<file path="config.mk">
export PLATFORM = sky130hd
export DESIGN_NAME = clut_host_port
export DESIGN_NICKNAME = d
export VERILOG_FILES = /design/src/rtl/clut_host_port.sv
export SDC_FILE = /design/constraint.sdc
export NUM_CORES = 1
export LEC_CHECK = 0
export ABC_AREA = 1
export BUFFER_PORTS_ARGS = -buffer_cell sky130_fd_sc_hd__clkbuf_2
export CAP_MARGIN = 20
export CORE_ASPECT_RATIO = 1.4
export CORE_MARGIN = 2
export CORE_UTILIZATION = 51
export CTS_CLUSTER_SIZE = 20
export DETAILED_ROUTE_END_ITERATION = 8
export MAX_ROUTING_LAYER = met4
export PLACE_DENSITY = 0.84
export SETUP_SLACK_MARGIN = 0.02
export SLEW_MARGIN = 10
export SYNTH_ARGS = -nofsm -noshare
export SYNTH_HDL_FRONTEND = slang
export SYNTH_SLANG_ARGS = --single-unit
export TNS_END_PERCENT = 10
</file>
<file path="constraint.sdc">
create_clock -name clk -period 2.1 [get_ports clk]
set_clock_uncertainty 0.2 [all_clocks]
set_input_delay 0.21 -clock clk [delete_from_list [all_inputs] [get_ports clk]]
set_output_delay 0.21 -clock clk [all_outputs]
set_load 0.01 [all_outputs]
</file>
<file path="src/rtl/clut_host_port.sv">
module clut_host_port #(
  parameter int AW = 8,
  parameter int OW = 4
) (
  input  logic          clk,
  input  logic          rst_n,
  input  logic [2:0]    sel,
  input  logic          rd_stb,
  input  logic          wr_stb,
  input  logic [7:0]    wdata,
  output logic [7:0]    rdata,
  output logic          wr_req,
  output logic          wr_ovl,
  output logic [AW-1:0] wr_addr,
  output logic [23:0]   wr_word,
  output logic          rd_req,
  output logic          rd_ovl,
  output logic [AW-1:0] rd_addr,
  input  logic [23:0]   rd_word,
  output logic [7:0]    ctrl,
  output logic [23:0]   pixel_mask
);
  localparam logic [AW-1:0] ONE = {{(AW-1){1'b0}}, 1'b1};

  logic [AW-1:0] addr;
  logic [1:0]    sub;
  logic [7:0]    hold_r, hold_g, hold_b, mask, cmd;

  wire acc_wr   = wr_stb & ~rd_stb;
  wire acc_rd   = rd_stb & ~wr_stb;
  wire sel_addr = ~(sel[0] ^ sel[1]);
  wire sel_data = (sel[1:0] == 2'b01);
  wire sel_misc = (sel[1:0] == 2'b10);
  wire ovl      = sel[2];
  wire six      = cmd[1];
  wire last     = (sub == 2'd2);

  wire [7:0] wbyte    = six ? {wdata[5:0], 2'b00} : wdata;
  wire [AW-1:0] waddr = {{(AW-8){1'b0}}, wdata};
  wire [AW-1:0] st_addr = ovl ? {{(AW-OW){1'b0}}, addr[OW-1:0]} : addr;
  wire [AW-1:0] ld_addr = ovl ? {{(AW-OW){1'b0}}, waddr[OW-1:0]} : waddr;

  wire prefetch = acc_wr & sel_addr & sel[0];
  wire blue_rd  = acc_rd & sel_data & last;
  wire blue_wr  = acc_wr & sel_data & last;
  wire reserved = ovl & (addr[OW-1:0] == '0);

  assign wr_req     = blue_wr & ~reserved;
  assign wr_ovl     = ovl;
  assign wr_addr    = st_addr;
  assign wr_word    = {hold_r, hold_g, wbyte};
  assign rd_req     = prefetch | blue_rd;
  assign rd_ovl     = ovl;
  assign rd_addr    = sel_addr ? ld_addr : st_addr;
  assign ctrl       = cmd;
  assign pixel_mask = {3{mask}};

  logic [7:0] cur;
  always_comb begin
    case (sub)
      2'd0:    cur = hold_r;
      2'd1:    cur = hold_g;
      default: cur = hold_b;
    endcase
  end

  always_comb begin
    rdata = 8'h00;
    if (acc_rd) begin
      if (sel_addr)      rdata = addr[7:0];
      else if (sel_data) rdata = six ? {2'b00, cur[7:2]} : cur;
      else               rdata = ovl ? cmd : mask;
    end
  end

  always_ff @(posedge clk) begin
    if (!rst_n) begin
      addr   <= '0;
      sub    <= 2'd0;
      mask   <= 8'hFF;
      hold_r <= 8'h00;
      hold_g <= 8'h00;
      hold_b <= 8'h00;
    end else if (acc_wr) begin
      if (sel_addr) begin
        sub <= 2'd0;
        if (sel[0]) begin
          addr <= waddr + ONE;
          {hold_r, hold_g, hold_b} <= rd_word;
        end else begin
          addr <= waddr;
        end
      end else if (sel_data) begin
        case (sub)
          2'd0:    hold_r <= wbyte;
          2'd1:    hold_g <= wbyte;
          default: hold_b <= wbyte;
        endcase
        sub <= last ? 2'd0 : sub + 2'd1;
        if (last) addr <= addr + ONE;
      end else if (sel_misc && !ovl) begin
        mask <= wdata;
      end
    end else if (acc_rd && sel_data) begin
      sub <= last ? 2'd0 : sub + 2'd1;
      if (last) begin
        addr <= addr + ONE;
        {hold_r, hold_g, hold_b} <= rd_word;
      end
    end
  end

  always_ff @(posedge clk) begin
    if (acc_wr && sel_misc && ovl) cmd <= wdata;
  end
endmodule


</file>
==> impl_metrics.csv, run 1 <==
group,metric,value,unit
status,outcome,"finished, violations left",
status,violations,"setup timing",
logic_synthesis,synth_top_family_by_area,"simple AND/OR/NAND/NOR gates",
critical_path,r2r-start,"ctrl[1]",
cells_and_area,drive_gt1_share,26.8,%
critical_path,crit_end,"rdata[4]",
sta,tns,-33.9,ps
detailed_routing,wl_per_cell,14.6,um
cts,insertion_delay,320,ps
cts,cts.sinks,50,
sta,final-hold-violation-count,0,
logic_synthesis,yosysSeqAreaShare,30.9,%
logic_synthesis,ys_types,33,
cells_and_area,multiInputGateArea,0.00187,mm^2
logic_synthesis,synthMuxAreaShare,0,%
critical_path,endpoint_kind,"output pin",
placement,place_congestion,0.951,
critical_path,reg2reg_to,"hold_g[2]",
cells_and_area,design_area,0.00442,mm^2
cts,clkTransAtPathRegs,100,ps
global_routing,grt_pass1_vias,3764,
global_routing,grt_pass1_wl,17800,um
logic_synthesis,synth_adder_area_share,1.79,%
logic_synthesis,synth_top_cell_by_area,"dfxtp_1",
critical_path,rr_worst_depth,7,
global_routing,grt_usage,31.5,%
cts,numCtsBuffers,5,
global_routing,grt_max_degree,25,
critical_path,rrSetupSlack,350,ps
cells_and_area,seq_area,0.00109,mm^2
floorplanning,die_x,74.0,um
detailed_routing,drtPass1Iterations,5,
detailed_routing,ant_nets,0,
power,power_leakage,2.37,nW
global_routing,gr-total-overflow,0,
placement,portBuffers,122,
logic_synthesis,netlist_area,0.00350,mm^2
critical_path,critPathLaunch,"sub[1]",
critical_path,worstSetupStartpointType,"flop",
sta,max_clock_freq,0.469,GHz
logic_synthesis,yosys.area_share.simple,33.6,%
logic_synthesis,ys.flop_type,"dfxtp_1",
sta,relSlewSlack,53.2,%
critical_path,cp.required,1690,ps
hold_path,hold_class,"input pin to flop",
placement,postPlaceCellArea,0.00415,mm^2
logic_synthesis,netlist_instances,570,
sta,worstMarginPinSlew,694,ps
logic_synthesis,synth_compound_area_share,16.5,%
cts,cts-root-buf,"clkbuf_8",
detailed_routing,drc,0,
logic_synthesis,syn_nets,614,
placement,hpwl,8510,um
flow_run,drv_cap,0,
logic_synthesis,synth_seq_cells,50,
logic_synthesis,synthArstFlopShare,0,%
logic_synthesis,synth_area_leaders,"dfxtp_1 (24%), nand2_1 (16%), inv_1 (8.9%), nor2_1 (7.6%), edfxtp_1 (6.9%)",
cells_and_area,final_nets,738,
floorplanning,fp-row-count,35,
floorplanning,die_y,102,um
critical_path,critical_path_arrival,1720,ps
cts,htree_num_levels,2,
cells_and_area,syn_to_final_growth,26.6,%
sta,setup_violations,1,
power,vdd_drop_max,0.534,mV
logic_synthesis,ys_warn_count,0,
floorplanning,die_area,0.00754,mm^2
floorplanning,io_pins,123,
logic_synthesis,synth_top_cells_by_count,"nand2_1 (147), inv_1 (83), nor2_1 (71)",
cells_and_area,n_fill_cell,579,
critical_path,critical_path_peak_fanout,9,
logic_synthesis,synth_area_per_cell,6.13,um^2
logic_synthesis,synth_xor_xnor_area_share,0.251,%
cells_and_area,fin_util,66.9,%
sta,fin_ws,-33.9,ps
hold_path,hp-start,"rd_word[17]",
floorplanning,core_region_area,0.00661,mm^2
logic_synthesis,synth_edf_count,8,
logic_synthesis,synth_top_area_share,24.1,%
sta,fin_crit_sh,102,%
sta,fin_crit,2130,ps
detailed_routing,wl,11500,um
detailed_routing,avgViaCountPerCell,5.40,
floorplanning,start_util,52.9,%
detailed_routing,via_count,4250,
sta,slew_viol_final,0,
critical_path,path_class,"flop to output pin",
sta,rsz0062_at_grt,"yes",
global_routing,antenna_found_initial,0,
logic_synthesis,yosysMostFrequentCell,"nand2_1",
cts,cts_tree,"yes",
detailed_routing,drt_iter0_markers,337,
cts,cts_buffer_depth,2,
power,power_density,545,mW/mm^2
cells_and_area,diodes,0,
[logic make-up (layout without fill, tap and decap cells)]
kind of cell    Yosys count  count (layout)
simple gates            283             283
buf+inv                 131             256
compound gates          100             100
flops                    50              50
fa+ha+maj                 5               5
xor+xnor                  1               1
[timing repair]
item	CTS	global route
endpoints found under the setup margin	8	13
resized for setup	14	16
hold endpoints to repair	7	0
hold buffers	7	0
cloned	0	0
pin swaps	3	4
setup buffers	3	3
[power breakdown]
part           internal (W)  switching, W  leakage [nW]
sequential          0.00103     0.0000526         0.417
clock              0.000241      0.000369        0.0447
combinational      0.000274      0.000449          1.91
[placed cells by master (no fill, tap or decap), types with 3 or more instances in the layout]
| cell type | count |
|---|---|
| nor3_1 | 6 |
| o221ai_1 | 3 |
| nand3_2 | 3 |
| ha_1 | 5 |
| o21ai_0 | 32 |
| dfxtp_1 | 40 |
| nand3_1 | 44 |
| buf_4 | 30 |
| dlygate4sd3_1 | 7 |
| nand2_2 | 3 |
| nor2_1 | 70 |
| inv_2 | 3 |
| a21oi_2 | 3 |
| edfxtp_1 | 8 |
| buf_2 | 3 |
| inv_1 | 81 |
| o211ai_1 | 12 |
| clkbuf_2 | 120 |
| clkbuf_8 | 5 |
| nand2_1 | 145 |
| a21oi_1 | 32 |
| o21ai_1 | 7 |
| nand4_1 | 6 |
[layout make-up]
cell class	count	share of cell area, %
multi-input cells	389	42.3
clock inverters	3	0.566
repair buffers	161	20.8
clock buffers	5	1.56
flip-flops and latches	50	24.5
well taps	92	2.60
inverters	87	7.55
[worst max-delay path: stages (launching register included)]
cell and delay (ps):
dfxtp_4 390, inv_8 100, nand2_4 50, buf_6 140, buf_4 130, o221ai_2 230
nand2_1 90, nand3_1 80, a21oi_1 70, clkbuf_2 130
[routing by layer]
metal | up-vias | GRT usage [%] | part of all wire [%]
met1 | 1895 | 36.4 | 39
met4 | 0 | 18.9 | 5.0
li1 | 2042 | - | -
met5 | - | - | 0
met2 | 257 | 50.7 | 49
met3 | 56 | 5.03 | 7.7
[worst min path at each step]
stage	endpoint	slack [ps]	cells past startpoint
2_1_floorplan	ctrl[0]	110	0
3_3_place_gp	ctrl[7]	260	1
3_5_place_dp	ctrl[7]	250	1
4_1_cts	ctrl[3]	20	1
5_1_grt	hold_r[1]	30	4
6_report	hold_r[1]	30	4
[per-stage QoR]
| step | hold WS, ps | setup WS, ps | power [W] | std cells |
|---|---|---|---|---|
| after floorplan | 109 | 120 | 0.00150 | 570 |
| after global placement | 260 | 100 | 0.00174 | 766 |
| after detailed placement | 249 | 67.6 | 0.00175 | 766 |
| after CTS | 24.0 | -14.1 | 0.00238 | 784 |
| after global routing | 30.2 | -96.2 | 0.00253 | 787 |
| final | 26.6 | -33.9 | 0.00241 | 787 |
[state kept, by name, summed over array words and instances (netlist names)]
name	count
addr	8
ctrl	8
hold_b	8
hold_g	8
hold_r	8
mask	8
sub	2
Power figures use the tool's default switching activity.
==> run 2: changes to the inputs <==
==> constraint.sdc (replaced) <==
create_clock -name clk -period 2.45 [get_ports clk]
set_clock_uncertainty 0.2 [all_clocks]
set_input_delay 0.245 -clock clk [delete_from_list [all_inputs] [get_ports clk]]
set_output_delay 0.245 -clock clk [all_outputs]
set_load 0.01 [all_outputs]
==> run 2 against run 1 <==
Effect of this change: the flow now finishes without violations; highest routed layer unchanged; cell count fell by 2.7%; combinational power fell by 21%; sequential power fell by 15%; sequential share of layout area rose by 1.2 points; critical endpoint is now rdata[7]; setup slack improved by 180 ps; non-clock buffer count fell by 21.
==> impl_metrics.csv, run 2 (synthesized netlist as in run 1, its figures left out) <==
group,metric,value,unit
sta,slew_viol_final,0,
global_routing,grt_pass1_wl,17000,um
sta,tns,0,ps
cts,numCtsBuffers,5,
sta,relSlewSlack,58.2,%
critical_path,worstSetupStartpointType,"flop",
cells_and_area,final_cell_mix,"nand2_1 (146), clkbuf_2 (122), inv_1 (83)",
power,power_leakage,2.26,nW
sta,fin_crit_sh,94.0,%
floorplanning,die_y,102,um
critical_path,cp.required,2010,ps
critical_path,slowest_delay,560,ps
global_routing,grt_usage,30.2,%
detailed_routing,drt_iter0_markers,345,
critical_path,path_delay_family,"flip-flops",
critical_path,cp_slowest_cell,"edfxtp_1",
sta,fin_ws,148,ps
placement,portBuffers,122,
cts,cts_buffer_depth,2,
cts,clkTransAtPathRegs,100,ps
global_routing,gr-total-overflow,0,
floorplanning,die_area,0.00754,mm^2
cts,cts-root-buf,"clkbuf_8",
placement,hpwl,8430,um
power,power_density,474,mW/mm^2
global_routing,grt_pass1_vias,3588,
floorplanning,fp-row-count,35,
detailed_routing,wl_per_cell,14.4,um
placement,place_congestion,0.914,
cts,cts.sinks,50,
cts,htree_num_levels,2,
placement,pre_cts_ws,95.9,ps
critical_path,path_class,"flop to output pin",
detailed_routing,via_count,4105,
sta,setup_violations,0,
global_routing,grt_max_degree,25,
floorplanning,core_region_area,0.00661,mm^2
critical_path,critical_path_arrival,1860,ps
critical_path,endpoint_kind,"output pin",
sta,rsz0062_at_grt,"no",
detailed_routing,drtPass1Iterations,8,
hold_path,hold_class,"input pin to flop",
flow_run,drv_cap,0,
detailed_routing,ant_nets,0,
cts,cts_tree,"yes",
status,outcome,"finished clean",
floorplanning,die_x,74.0,um
sta,final-hold-violation-count,0,
floorplanning,io_pins,123,
floorplanning,start_util,52.9,%
cells_and_area,drive_gt1_share,23.6,%
sta,worstMarginPinSlew,620,ps
cells_and_area,diodes,0,
detailed_routing,drc,0,
critical_path,crit_chain,"nor2_2, inv_1, o211ai_1, o21ai_0, nor2_1, clkbuf_2",
sta,fin_crit,2300,ps
cells_and_area,final_common_cell,"nand2_1",
cells_and_area,fin_cells,766,
detailed_routing,avgViaCountPerCell,5.36,
global_routing,antenna_found_initial,0,
critical_path,critical_path_peak_fanout,12,
cts,insertion_delay,320,ps
placement,placedCellCount,756,
power,vdd_drop_max,0.413,mV
detailed_routing,wl,11000,um
critical_path,cp_num_buf_inv,2,
sta,max_clock_freq,0.434,GHz
cells_and_area,syn_to_final_growth,20.1,%
cells_and_area,final_nets,717,
run 2: report_power, final:
group | internal (W) | leakage (nW) | switching, W
Clock | 0.000202 | 0.0422 | 0.000297
Combinational | 0.000203 | 1.80 | 0.000365
Sequential | 0.000880 | 0.417 | 0.0000431
Total | 0.00128 | 2.26 | 0.000705
run 2: metrics by stage:
| stage | hold slack [ps] | power, W | instance area (um^2) | utilization [%] |
|---|---|---|---|---|
| 2_1_floorplan | 144 | 0.00129 | 3500 | - |
| 3_3_place_gp | 295 | 0.00148 | 4080 | 61.6 |
| 3_5_place_dp | 296 | 0.00149 | 4080 | 61.6 |
| 4_1_cts | 10.1 | 0.00199 | 4190 | 63.3 |
| 5_1_grt | 15.5 | 0.00210 | 4200 | 63.5 |
| 6_report | 26.0 | 0.00199 | 4200 | 63.5 |
run 2: worst reg2reg max path, stage by stage, from the launching register on:
cell,delay (ps)
edfxtp_1,560
buf_4,250
o21ai_0,340
nor2_1,100
a21oi_1,200
nand3_1,120
nand2_1,80
nor2_1,40
run 2: area by class of cell:
cell class / count / area, um^2
Clock buffer: 5 / 68.8
Clock inverter: 3 / 20.0
Fill cell: 614 / 2410
Inverter: 87 / 327
Multi-Input combinational cell: 389 / 1830
Sequential cell: 50 / 1080
Tap cell: 92 / 115
Timing Repair Buffer: 140 / 751
run 2: worst paths after layout:
check             from        end  slack (ps)  depth (start not counted)
max            ctrl[1]   rdata[7]         150                          6
max reg2reg    ctrl[1]  hold_b[2]         480                          7
min           wdata[2]    ctrl[2]          30                          1
min reg2reg  hold_b[1]  hold_b[1]         320                          4
run 2: repair_timing:
action | in CTS | in global routing
setup endpoints to repair | 3 | 3
cloned | 0 | 0
endpoints found under the hold margin | 2 | 0
setup buffers | 0 | 0
gates resized for setup | 2 | 3
hold buffers | 2 | 0
run 2: metal layers:
metal  up-vias  wire (um)  global-route usage, %
met5         -          0                      -
met4         0        598                   16.4
met3        45        797                   2.56
met2       220       5210                   49.9
met1      1839       4410                   35.8
li1       2001          -                      -
==> run 3: changes to the inputs <==
--- a/config.mk
+++ b/config.mk
@@ -10,11 +10,12 @@
 export CAP_MARGIN = 20
 export CORE_ASPECT_RATIO = 1.4
 export CORE_MARGIN = 2
-export CORE_UTILIZATION = 51
+export CORE_UTILIZATION = 56
+export CTS_BUF_LIST = sky130_fd_sc_hd__clkbuf_8
 export CTS_CLUSTER_SIZE = 20
 export DETAILED_ROUTE_END_ITERATION = 8
 export MAX_ROUTING_LAYER = met4
-export PLACE_DENSITY = 0.84
+export PLACE_DENSITY = 0.91
 export SETUP_SLACK_MARGIN = 0.02
 export SLEW_MARGIN = 10
 export SYNTH_ARGS = -nofsm -noshare
==> constraint.sdc (replaced) <==
create_clock -name clk -period 2.8 [get_ports clk]
set_clock_uncertainty 0.2 [all_clocks]
set_input_delay 0.28 -clock clk [delete_from_list [all_inputs] [get_ports clk]]
set_output_delay 0.28 -clock clk [all_outputs]
set_load 0.01 [all_outputs]
==> run 3 against run 2 <==
Effect of this change: wire length fell by 1.7%; largest power group unchanged; critical path type unchanged; largest cell class unchanged; worst hold slack got worse by 3.0 ps; cell count decreased by 3.5%; highest routed layer unchanged.
==> impl_metrics.csv, run 3 (synthesized netlist as in run 1, its figures left out) <==
group,metric,value,unit
status,outcome,"finished clean",
floorplanning,start_util,57.1,%
cells_and_area,final_common_cell,"nand2_1",
power,vdd_drop_max,0.266,mV
placement,hpwl,8440,um
flow_run,drv_cap,0,
cells_and_area,diodes,0,
power,p_switching,0.000618,W
hold_path,hold_class,"input pin to flop",
sta,slew_viol_final,0,
floorplanning,die_area,0.00690,mm^2
cells_and_area,final_cell_mix,"nand2_1 (146), clkbuf_2 (122), inv_1 (84)",
cts,post_cts_buffers,0,
critical_path,worstSetupStartpointType,"flop",
cts,cts_tree,"yes",
detailed_routing,wl,10800,um
floorplanning,die_y,97.5,um
sta,final-hold-violation-count,0,
detailed_routing,ant_nets,0,
cells_and_area,drive_gt1_share,22.5,%
sta,rsz0062_at_grt,"no",
sta,whs,23.0,ps
cts,clkTransAtPathRegs,100,ps
power,power.internal,0.00111,W
power,switching_share,35.7,%
detailed_routing,via_count,4120,
power,p_clk_share,25.4,%
hold_path,holdPathStages,1,
global_routing,gr-total-overflow,0,
critical_path,critical_path_peak_fanout,9,
placement,postPlaceCellArea,0.00401,mm^2
cells_and_area,fin_cells,739,
cells_and_area,design_area,0.00410,mm^2
floorplanning,io_pins,123,
sta,worstMarginPinSlew,682,ps
power,power_leakage,2.23,nW
power,comb_power_share,28.0,%
floorplanning,fp-row-count,34,
global_routing,grt_pass1_wl,17400,um
detailed_routing,drc,0,
power,power_frac_seq,46.6,%
cts,cts.sinks,50,
cts,cts-root-buf,"clkbuf_8",
sta,fin_crit,2530,ps
cells_and_area,syn_to_final_growth,17.3,%
global_routing,grt_usage,32.1,%
detailed_routing,avgViaCountPerCell,5.58,
sta,setup_violations,0,
sta,relSlewSlack,54.0,%
cts,htree_num_levels,2,
critical_path,endpoint_kind,"output pin",
placement,place_congestion,0.946,
power,power_density,422,mW/mm^2
placement,portBuffers,122,
global_routing,grt_pass1_vias,3839,
sta,tns,0,ps
critical_path,cp.required,2320,ps
floorplanning,core_region_area,0.00613,mm^2
sta,max_clock_freq,0.395,GHz
critical_path,critical_path_arrival,2050,ps
critical_path,path_class,"flop to output pin",
detailed_routing,drt_iter0_markers,417,
floorplanning,die_x,70.8,um
critical_path,rr_worst_depth,9,
detailed_routing,drtPass1Iterations,5,
global_routing,grt_max_degree,25,
placement,placedCellCount,731,
global_routing,antenna_found_initial,0,
cells_and_area,final_nets,710,
sta,fin_crit_sh,90.4,%
detailed_routing,wl_per_cell,14.7,um
cts,numCtsBuffers,5,
cts,cts_buffer_depth,2,
cts,cts_hold_buf,0,
cts,insertion_delay,310,ps
[run 3: worst paths after layout]
path | startpoint | endpoint | slack [ps]
min reg2reg | hold_b[4] | hold_b[4] | 320
min | wdata[7] | ctrl[7] | 20
max reg2reg | sub[1] | hold_g[5] | 720
max | sub[1] | rdata[7] | 270
[run 3: power by group through the flow]
stage | Combinational (W) | Clock, W | Sequential (W)
6_report | 0.000485 | 0.000441 | 0.000806
2_1_floorplan | 0.000306 | 0 | 0.000821
4_1_cts | 0.000477 | 0.000439 | 0.000805
5_1_grt | 0.000541 | 0.000462 | 0.000811
3_5_place_dp | 0.000475 | 0 | 0.000821
3_3_place_gp | 0.000467 | 0 | 0.000819
[run 3: final cells by class]
class | count | area (um^2)
clock buffer | 5 | 68.8
clock inverter | 3 | 16.3
fill | 583 | 2030
inverter | 87 | 327
multi-input combinational | 389 | 1820
sequential | 50 | 1080
tap | 72 | 90.1
timing repair buffer | 133 | 693
[run 3: repair_timing]
item,4_1_cts,5_1_grt
resized for setup,0,1
hold endpoints to repair,0,0
setup endpoints to repair,0,1
[run 3: worst max-delay path, stage by stage (launching register included)]
cell and delay (ps):
dfxtp_1 490, inv_2 170, nand2_2 180, inv_1 100, nand2_1 60, nand3_1 140
o211ai_1 200, o21ai_0 120, nor2_1 120, clkbuf_2 150
[run 3: metal layers]
layer	GRT usage, %	vias up	part of all wire [%]
met4	16.0	0	3.8
met5	-	-	0
met1	36.8	1849	40
met3	4.25	46	7.4
li1	-	1982	-
met2	54.3	243	49
[run 3: through the flow]
stage          utilization [%]  power [W]  worst slack, ps
6_report                  66.9    0.00173              268
5_1_grt                   66.9    0.00181              140
4_1_cts                   66.9    0.00172              213
3_5_place_dp              65.5    0.00130              432
3_3_place_gp              65.5    0.00129              536
2_1_floorplan                -    0.00113              750
